===== src/rtl/tw_input_cell.sv =====
module tw_input_cell #(
  parameter int NUM_VC = 2,
  parameter int FLIT_W = 32
) (
  input  logic              clk,
  input  logic              rst_n,
  input  logic [2:0]        mode_i,
  input  logic [NUM_VC-1:0] net_send_i,
  input  logic [FLIT_W-1:0] net_data_i,
  output logic [NUM_VC-1:0] net_accept_o,
  input  logic [NUM_VC-1:0] chn_send_i,
  input  logic [FLIT_W-1:0] chn_data_i,
  output logic [NUM_VC-1:0] chn_accept_o,
  output logic [NUM_VC-1:0] rtr_send_o,
  output logic [FLIT_W-1:0] rtr_data_o,
  input  logic [NUM_VC-1:0] rtr_accept_i,
  output logic [NUM_VC-1:0] nxt_send_o,
  output logic [FLIT_W-1:0] nxt_data_o,
  input  logic [NUM_VC-1:0] nxt_accept_i,
  output logic [NUM_VC-1:0] byp_send_o,
  output logic [FLIT_W-1:0] byp_data_o,
  input  logic [NUM_VC-1:0] byp_accept_i
);

  localparam logic [2:0] M_SHIFT  = 3'd1;
  localparam logic [2:0] M_LOAD   = 3'd2;
  localparam logic [2:0] M_BYPASS = 3'd3;
  localparam logic [2:0] M_UPDATE = 3'd4;

  logic is_shift, is_load, is_byp, is_upd, staged, transp, from_chn;
  assign is_shift = (mode_i == M_SHIFT);
  assign is_load  = (mode_i == M_LOAD);
  assign is_byp   = (mode_i == M_BYPASS);
  assign is_upd   = (mode_i == M_UPDATE);
  assign staged   = is_shift | is_load | is_upd;
  assign transp   = ~(staged | is_byp);
  assign from_chn = is_shift | is_load;

  logic [NUM_VC-1:0] slot_v;
  logic [FLIT_W-1:0] slot_d [NUM_VC];
  logic [NUM_VC-1:0] rtr_acc_q, nxt_acc_q;

  logic [NUM_VC-1:0] src_send, cap, elig, grant;
  logic [FLIT_W-1:0] src_data, out_data;

  assign src_send = staged ? (from_chn ? chn_send_i : net_send_i) : '0;
  assign src_data = from_chn ? chn_data_i : net_data_i;
  assign cap      = src_send & ~slot_v;
  assign elig     = staged ? (slot_v & (is_load ? rtr_acc_q : nxt_acc_q)) : '0;
  assign grant    = elig & (~elig + 1'b1);

  always_comb begin
    out_data = '0;
    for (int i = 0; i < NUM_VC; i++)
      if (grant[i]) out_data = slot_d[i];
  end

  always_ff @(posedge clk) begin
    if (!rst_n) begin
      slot_v    <= '0;
      rtr_acc_q <= '0;
      nxt_acc_q <= '0;
    end else begin
      slot_v    <= (slot_v & ~grant) | cap;
      rtr_acc_q <= rtr_accept_i;
      nxt_acc_q <= nxt_accept_i;
    end
  end

  generate
    for (genvar g = 0; g < NUM_VC; g++) begin : g_slot
      always_ff @(posedge clk) begin
        if (!rst_n)      slot_d[g] <= '0;
        else if (cap[g]) slot_d[g] <= src_data;
      end
    end
  endgenerate

  assign rtr_send_o   = transp ? net_send_i : (is_load ? grant : '0);
  assign rtr_data_o   = transp ? net_data_i : out_data;
  assign nxt_send_o   = (is_shift | is_upd) ? grant : '0;
  assign nxt_data_o   = out_data;
  assign byp_send_o   = is_byp ? net_send_i : '0;
  assign byp_data_o   = net_data_i;

  assign net_accept_o = transp ? rtr_accept_i :
                        is_byp ? byp_accept_i :
                        is_upd ? (~slot_v & ~net_send_i) : '0;
  assign chn_accept_o = from_chn ? (~slot_v & ~chn_send_i) : '0;

  generate
    for (genvar a = 0; a < NUM_VC; a++) begin : g_chk
      AST_RTR_CREDIT: assert property (@(posedge clk) disable iff (!rst_n)
        rtr_send_o[a] |-> $past(rtr_accept_i[a]));
      AST_NXT_CREDIT: assert property (@(posedge clk) disable iff (!rst_n)
        nxt_send_o[a] |-> $past(nxt_accept_i[a]));
      AST_BYP_CREDIT: assert property (@(posedge clk) disable iff (!rst_n)
        byp_send_o[a] |-> $past(byp_accept_i[a]));
      AST_NO_OVERFLOW: assert property (@(posedge clk) disable iff (!rst_n)
        (staged && src_send[a]) |-> !slot_v[a]);
      AST_HOLD_DATA: assert property (@(posedge clk) disable iff (!rst_n)
        (slot_v[a] && !grant[a]) |=> (slot_v[a] && $stable(slot_d[a])));
    end
  endgenerate

  AST_ONE_NXT: assert property (@(posedge clk) disable iff (!rst_n)
    $onehot0(nxt_send_o));
  AST_ONE_RTR: assert property (@(posedge clk) disable iff (!rst_n)
    staged |-> $onehot0(rtr_send_o));

endmodule


===== config.mk =====
export PLATFORM = sky130hd
export DESIGN_NAME = tw_input_cell
export DESIGN_NICKNAME = d
export VERILOG_FILES = /design/src/rtl/tw_input_cell.sv
export SDC_FILE = /design/constraint.sdc
export NUM_CORES = 1
export LEC_CHECK = 0
export ABC_AREA = 1
export CORE_MARGIN = 4
export CORE_UTILIZATION = 39
export CTS_CLUSTER_DIAMETER = 40
export DETAILED_ROUTE_END_ITERATION = 10
export HOLD_SLACK_MARGIN = 0.08
export PLACE_DENSITY = 0.85
export SYNTH_ARGS = -nofsm -noshare
export SYNTH_HDL_FRONTEND = slang
export SYNTH_SLANG_ARGS = --single-unit
export TNS_END_PERCENT = 5

===== constraint.sdc =====
create_clock -name clk -period 2.6 [get_ports clk]
set_clock_uncertainty 0.1 [all_clocks]
set_input_delay 0.78 -clock clk [delete_from_list [all_inputs] [get_ports clk]]
set_output_delay 0.78 -clock clk [all_outputs]
set_load 0.05 [all_outputs]

* After elaboration in Yosys (flattened, before gate mapping)
Memory sizes are Yosys's and may differ from the RTL's. Cells that the tools add are included.
Word-level totals: register bits after elaboration 6, RAM bits 64, input port bits 79, output and inout port bits 106, word-level logic and storage cells 52, memories kept 1
Memories:
- slot_d | words 2, bits a word 32, rd ports 2, clocked after Yosys merged registers in 0, wr ports 2, RTL line 40 | logic [FLIT_W-1:0] slot_d [NUM_VC];
Cells by class: add/sub/neg operators 1, equality and inequality tests 4, mux-type cells 25, bitwise operators 18
Operator list (number):
- 2-to-1 mux 32 bit | 6
- 2-to-1 mux 2 bit | 12
- AND 2 bit | 6
- NOT 2 bit | 5
- 2-to-1 mux 1 bit | 7
- == test 3 x 2 -> 1 bit (second input constant) | 2
- OR 1 bit | 6
- == test 3 x 1 -> 1 bit (second input constant) | 1
- == test 3 bit (second input constant) | 1
- adder 2 x 1 -> 2 bit (second input constant) | 1
- OR 2 bit | 1

* Logic depth before layout (Yosys ltp)
Gate-level depths: netlist (run 1).
depth in word-level cells 10, gate-level depth with buffers 8, depth with buffers taken out 8

* Worst setup path after synthesis (run 1)
No wires, ideal clock.
kind input port to output port, from in mode_i[0], to out rtr_send_o[0], arrival time 2.482 ns, data required time 1.720 ns, setup slack -0.762 ns, stages on the path 6, buffers on the path 1, path through inv_2 nand3_4 nand2_1 nand3_4 buf_4 o21ai_0
On the way: cells in the longest elaborated chain, start to end 9, elaborated cells between the ends (all ways) 15
Ends and longest elaborated chain:
- start: declaration | RTL line 7 | input logic [2:0] mode_i,
- == test 3 x 2 -> 1 bit or == test 3 x 1 -> 1 bit (tied branches) | RTL line 32, 31
- 2-to-1 mux 2 bit or OR 1 bit (tied branches) | RTL line 49, 35
- AND 2 bit or OR 1 bit (tied branches) | RTL line 49, 35
- 2-to-1 mux 2 bit | RTL line 49 | assign elig = staged ? (slot_v & (is_load ? rtr_acc_q : nxt_acc_q)) : '0;
- NOT 2 bit | RTL line 50 | assign grant = elig & (~elig + 1'b1);
- adder 2 x 1 -> 2 bit | RTL line 50
- AND 2 bit | RTL line 50
- 2-to-1 mux 2 bit | RTL line 79 | assign rtr_send_o = transp ? net_send_i : (is_load ? grant : '0);
- 2-to-1 mux 2 bit * | RTL line 79
- end: declaration | RTL line 14 | output logic [NUM_VC-1:0] rtr_send_o,
Every way passes the cells marked *; elsewhere a longest branch is shown, timed or not.

* Worst setup path in the final report (run 1)
from in mode_i[1], to out rtr_data_o[27]
On the way: cells in the longest elaborated chain, start to end 10, elaborated cells between the ends (all ways) 16
Ends and longest elaborated chain:
- == test 3 x 2 -> 1 bit or == test 3 x 1 -> 1 bit (tied branches) | RTL line 32, 31
- 2-to-1 mux 2 bit or OR 1 bit (tied branches) | RTL line 49, 35
- AND 2 bit or OR 1 bit (tied branches) | RTL line 49, 35
- 2-to-1 mux 2 bit | RTL line 49
- NOT 2 bit | RTL line 50
- adder 2 x 1 -> 2 bit | RTL line 50
- AND 2 bit | RTL line 50
- 2-to-1 mux 32 bit (2 in series) | RTL line 55 | if (grant[i]) out_data = slot_d[i];
- 2-to-1 mux 32 bit * | RTL line 80 | assign rtr_data_o = transp ? net_data_i : out_data;
- end: declaration | RTL line 15 | output logic [FLIT_W-1:0] rtr_data_o,
Marked as above.

==> flow_summary.toml, run 1 <==
[critical_path]
critPathMostFrequentCell = "buf_12"
critPathKind = "in2out"
crit_buf_inv = 8
slowest_delay_ps = 150
worst-path-max-fanout = 8
critPathSlowestCell = "buf_12"
crit_chain = "buf_12, inv_8, buf_6, nand3_4, nand3_4, inv_2, nor2_4, buf_12, buf_6, buf_12, nand2_2, nand3_2, buf_12"
crit_path_start_kind = "input pin"
cp_top_family = "buffers and inverters"
cp-end-kind = "output pin"
cp.required_ps = 1720
crit_arrival_ps = 2170

[drt]
detail_route.first_pass.iterations = 8
routedWlPerCell_um = 20.7
dr_total_vias = 4641
drcViolationCount = 0
drtAntennaViolNets = 0
drtIter0Drc = 264
wl_um = 17800
via_per_inst = 5.40

[placement]
numPortBuffers = 184
placed_area_um2 = 7920
pre_cts_ws_ps = -875
gp_congestion = 0.812
hpwl_um = 11900

[final_layout]
final_cell_mix = "buf_12 (132), clkdlybuf4s50_1 (75), nor2_1 (64), edfxtp_1 (64), buf_4 (54)"
area_growth_pct = 108
nets = 798
drive_gt1_share_pct = 50.5
stdcell_area_um2 = 8780
final_common_cell = "buf_12"
num_antenna_cells = 0

[synth]
netlist_area_um2 = 4220
synth_area_leaders = "edfxtp_1 (46%), nand2_1 (11%), buf_4 (6.8%)"
ys_seq_area_share_pct = 48.4
synth.distinct_cells = 27
synth_fp_nets = 573
yosys_warnings = 0
avgSynthCellArea_um2 = 8.55
ys_ff_latch = 70
yosys.area.top_type = "edfxtp_1"
yosysTopAreaCellShare_pct = 45.5
synthCells = 494

[global_route]
grt_max_degree = 22
grt_remaining_overflow = 0
grt_pass1_vias = 5017
grt_pass1_wl_um = 26400
antenna_found_initial = 0
gr-usage-all-layers_pct = 26.2

[die]
die_y_um = 112
initial_core_util_pct = 40.5
dieArea_um2 = 12600
num_rows = 37
core_area_um2 = 10400
ios = 185
dieWidth_um = 112

[clocking]
insertion_delay_ps = 330
clk_pin_slew_ps = 80
numCtsBuffers = 9
cts.path.max_buffers = 2
root_buffer = "clkbuf_8"
htreeDepth = 3
cts_hold_buffers = 0
cts_tree = "built"
cts.sinks = 70

[timing]
fmax_mhz = 328
final-setup-viol-count = 72
finalCritPeriodShare_pct = 117
timing.final.ws_setup_ps = -450
tightest_slew_ps = 382
hold_viol_final = 0
relSlewSlack_pct = 74.4
tns_ps = -28230
rsz0062_at_grt = "true"
slew_viol_final = 0
finalCriticalPeriod_ps = 3050

[job]
max_cap_viol_count = 0

[outcome]
violations = "negative setup slack"
status = "complete, but fails checks"

[power]
powerDensity_nw_per_um2 = 418
p_leak_nw = 3.99
power_mw = 3.67
ir_drop_mv = 0.313

[worst_hold_path]
min_path_type = "reg2reg"
## per-stage QoR
stage | util [%] | cells | hold WS [ps]
2_1_floorplan | - | 494 | 447
3_3_place_gp | 76.1 | 823 | 461
3_5_place_dp | 76.1 | 823 | 489
4_1_cts | 82.5 | 852 | 505
5_1_grt | 84.3 | 859 | 571
6_report | 84.3 | 859 | 553
## worst min-delay path: stages (launching register included)
cell     delay [ps]
dfxtp_1         370
nand2_1          90
inv_1            40
nand2_1          60
nand2_1          50
## final cells by class
cell class	count	area (um2)
multi-input combinational	343	2210
sequential	70	2040
fill	517	1640
clock buffer	9	124
tap	136	170
inverter	20	106
clock inverter	6	62.6
timing repair buffer	275	4060
## power breakdown
group,switching [mW],internal [mW]
Combinational,0.760,0.689
Sequential,0.0492,1.33
Clock,0.410,0.436
Total,1.22,2.45
## routing by layer
metal	GRT usage, %	vias to the layer above	share of wire (%)
li1	-	2089	-
met3	6.58	39	7.7
met4	9.46	0	2.9
met2	50.6	252	55
met1	27.2	2261	35
met5	0	-	0
## flip-flops by register name, indices dropped and copies added, names as in the netlist
signal and flops:
nxt_acc_q 2, rtr_acc_q 2, slot_d 64, slot_v 2
## repair_timing
| item | 4_1_cts | 5_1_grt |
|---|---|---|
| setup endpoints to repair | 202 | 74 |
| buffers inserted | 11 | 5 |
| resized for setup | 90 | 20 |
| gates cloned | 4 | 2 |
| pin swaps | 34 | 18 |
## final timing paths
kind              from        endpoint  slack, ps  cells after the start
min reg2reg  slot_v[1]       slot_v[1]        550                      4
max reg2reg  slot_v[1]       slot_v[1]       1060                      7
max          mode_i[1]  rtr_data_o[27]       -450                     13
min          slot_v[1]       slot_v[1]        550                      4
## cells in the mapped netlist (all sizes together)
| master | number |
|---|---|
| nand2 | 120 |
| o21ai | 36 |
| or2 | 33 |
| nor3 | 2 |
| nand3 | 46 |
| nand4 | 34 |
| nor2 | 70 |
| clkbuf | 6 |
| edfxtp | 64 |
| a21oi | 2 |
| inv | 20 |
| buf | 55 |
| dfxtp | 6 |
## kinds of logic (layout without fill, tap and decap cells)
logic type / Yosys count / in the layout / synth area share (%)
simple gates: 305 / 305 / 34.8
buf+inv: 81 / 310 / 12.2
flops: 70 / 70 / 48.4
compound gates: 38 / 38 / 4.68
Power figures use the tool's default switching activity.
==> run 2, diff against run 1 <==
Settings changed: SETUP_SLACK_MARGIN from default to 0.02.
==> run 2 against run 1 <==
  * The run still ends with negative setup slack left
  * Flip-flop and latch count stayed put
  * First-iteration DRC count is 20% lower
  * Non-clock buffer count is 6 lower
  * Sequential share of layout area rose by 0.28 points
  * Cell count shrank 0.58%
  * Worst hold slack improved by 34 ps
  * Die area stayed put
  * Critical endpoint is now nxt_data_o[21]
==> flow_summary.toml, run 2 (same netlist as run 1, synthesis figures left out) <==
[final_layout]
final_cell_mix = "buf_12 (126), clkdlybuf4s50_1 (74), nor2_1 (64), edfxtp_1 (64), nand2_2 (59)"
nets = 792
area_growth_pct = 105
num_antenna_cells = 0
max_flop_register = "slot_d"
drive_gt1_share_pct = 51.0
nFillCells = 521
largest_register_ffs = 64
final_common_cell = "buf_12"

[global_route]
grtUsageMet3_pct = 7.22
gr-usage-all-layers_pct = 25.1
antenna_found_initial = 0
grtUsageMet2_pct = 48.1
grt_pass1_wl_um = 25300
top_usage_layer = "met2"
grt_remaining_overflow = 0
grt_max_degree = 21
grt_pass1_vias = 4938
met1_usage_pct = 26.5

[clocking]
insertion_delay_ps = 330
cts.path.max_buffers = 2
cts.sinks = 70
htreeDepth = 3
cts_tree = "built"
cts_hold_buffers = 0
numCtsBuffers = 9
root_buffer = "clkbuf_8"
clk_pin_slew_ps = 80

[power]
power_frac_comb_pct = 39.9
p_int_mw = 2.33
p_sw_share_pct = 34.5
p_seq_share_pct = 38.6
p_leak_nw = 3.83
powerDensity_nw_per_um2 = 410
clockPowerShare_pct = 21.5
ir_drop_mv = 0.297
power_switching_mw = 1.23
power_mw = 3.56

[die]
num_rows = 37
dieWidth_um = 112
dieArea_um2 = 12600
ios = 185
initial_core_util_pct = 40.5
die_y_um = 112
core_area_um2 = 10400

[worst_hold_path]
min_path_type = "reg2reg"

[outcome]
status = "complete, but fails checks"
violations = "negative setup slack"

[placement]
gp_congestion = 0.812
hpwl_um = 11600
numPortBuffers = 184
pre_cts_ws_ps = -830

[timing]
tightest_slew_ps = 381
timing.final.ws_setup_ps = -462
slew_viol_final = 0
hold_viol_final = 0
finalCriticalPeriod_ps = 3060
fmax_mhz = 327
rsz0062_at_grt = "true"
finalCritPeriodShare_pct = 118
relSlewSlack_pct = 74.5
final-setup-viol-count = 72

[drt]
drtIter0Drc = 211
drtAntennaViolNets = 0
via_per_inst = 5.30
detail_route.first_pass.iterations = 5
dr_total_vias = 4522
drcViolationCount = 0
wl_um = 17100
routedWlPerCell_um = 20.0

[critical_path]
cp-end-kind = "output pin"
critPathKind = "in2out"
crit_arrival_ps = 2180
worst-path-max-fanout = 5
crit_path_start_kind = "input pin"
cp.required_ps = 1720

[job]
max_cap_viol_count = 0
-- run 2: changes by cell type in the layout (fill, tap and decap cells not counted), sizes merged --
cell	previous run	this run
buf	198	192
bufinv	1	0
clkdlybuf4s50	75	74
clkinv	2	5
clkinvlp	2	3
dlymetal6s2s	0	1
inv	21	19
-- run 2: metal layers --
layer | vias up | part of all wire (%)
li1 | 2087 | -
met1 | 2166 | 35
met2 | 230 | 55
met3 | 39 | 7.6
met4 | 0 | 2.4
met5 | - | 0
-- run 2: worst max-delay path, stage by stage --
cell and delay [ps]:
buf_12 120, inv_16 50, nand3_4 110, nand2_2 100, nand2_2 80, nor2_4 160, buf_6 150, buf_12 120
nand4_1 220, nand2_4 150, buf_12 140
-- run 2: stage by stage --
step                TNS, ps  cells  utilization (%)  cell area (um2)  hold slack [ps]
floorplan            -14630    494                -             4570              447
global placement    -103800    818             75.7             7890              464
detailed placement  -117750    818             75.7             7890              513
CTS                  -22010    846             81.2             8460              524
global route         -30200    854             83.3             8670              589
finish               -26650    854             83.3             8670              587
-- run 2: repair_timing --
item	4_1_cts	5_1_grt
gates cloned	2	2
buffers inserted	11	7
setup endpoints to repair	202	74
pin swaps	29	27
resized for setup	91	27
-- run 2: power by group through the flow --
stage	combinational (mW)	sequential [mW]	clock, mW
6_report	1.42	1.37	0.764
3_5_place_dp	1.35	1.38	0
3_3_place_gp	1.31	1.37	0
2_1_floorplan	0.654	1.37	0
5_1_grt	1.48	1.38	0.829
4_1_cts	1.38	1.37	0.763
-- run 2: layout make-up --
cell class / count / area (um2) / share of cell area [%]
well taps: 136 / 170 / 1.96
repair buffers: 269 / 3900 / 45.0
clock buffers: 9 / 124 / 1.43
flip-flops and latches: 70 / 2040 / 23.5
clock inverters: 7 / 41.3 / 0.476
multi-input cells: 343 / 2280 / 26.3
inverters: 20 / 111 / 1.28
-- run 2: final timing paths --
path / start / endpoint / slack (ps) / depth (start not counted)
hold reg to reg: slot_v[0] / slot_v[0] / 590 / 3
hold / removal: slot_v[0] / slot_v[0] / 590 / 3
setup / recovery: mode_i[0] / nxt_data_o[21] / -460 / 11
setup reg to reg: rtr_acc_q[0] / slot_v[0] / 990 / 9
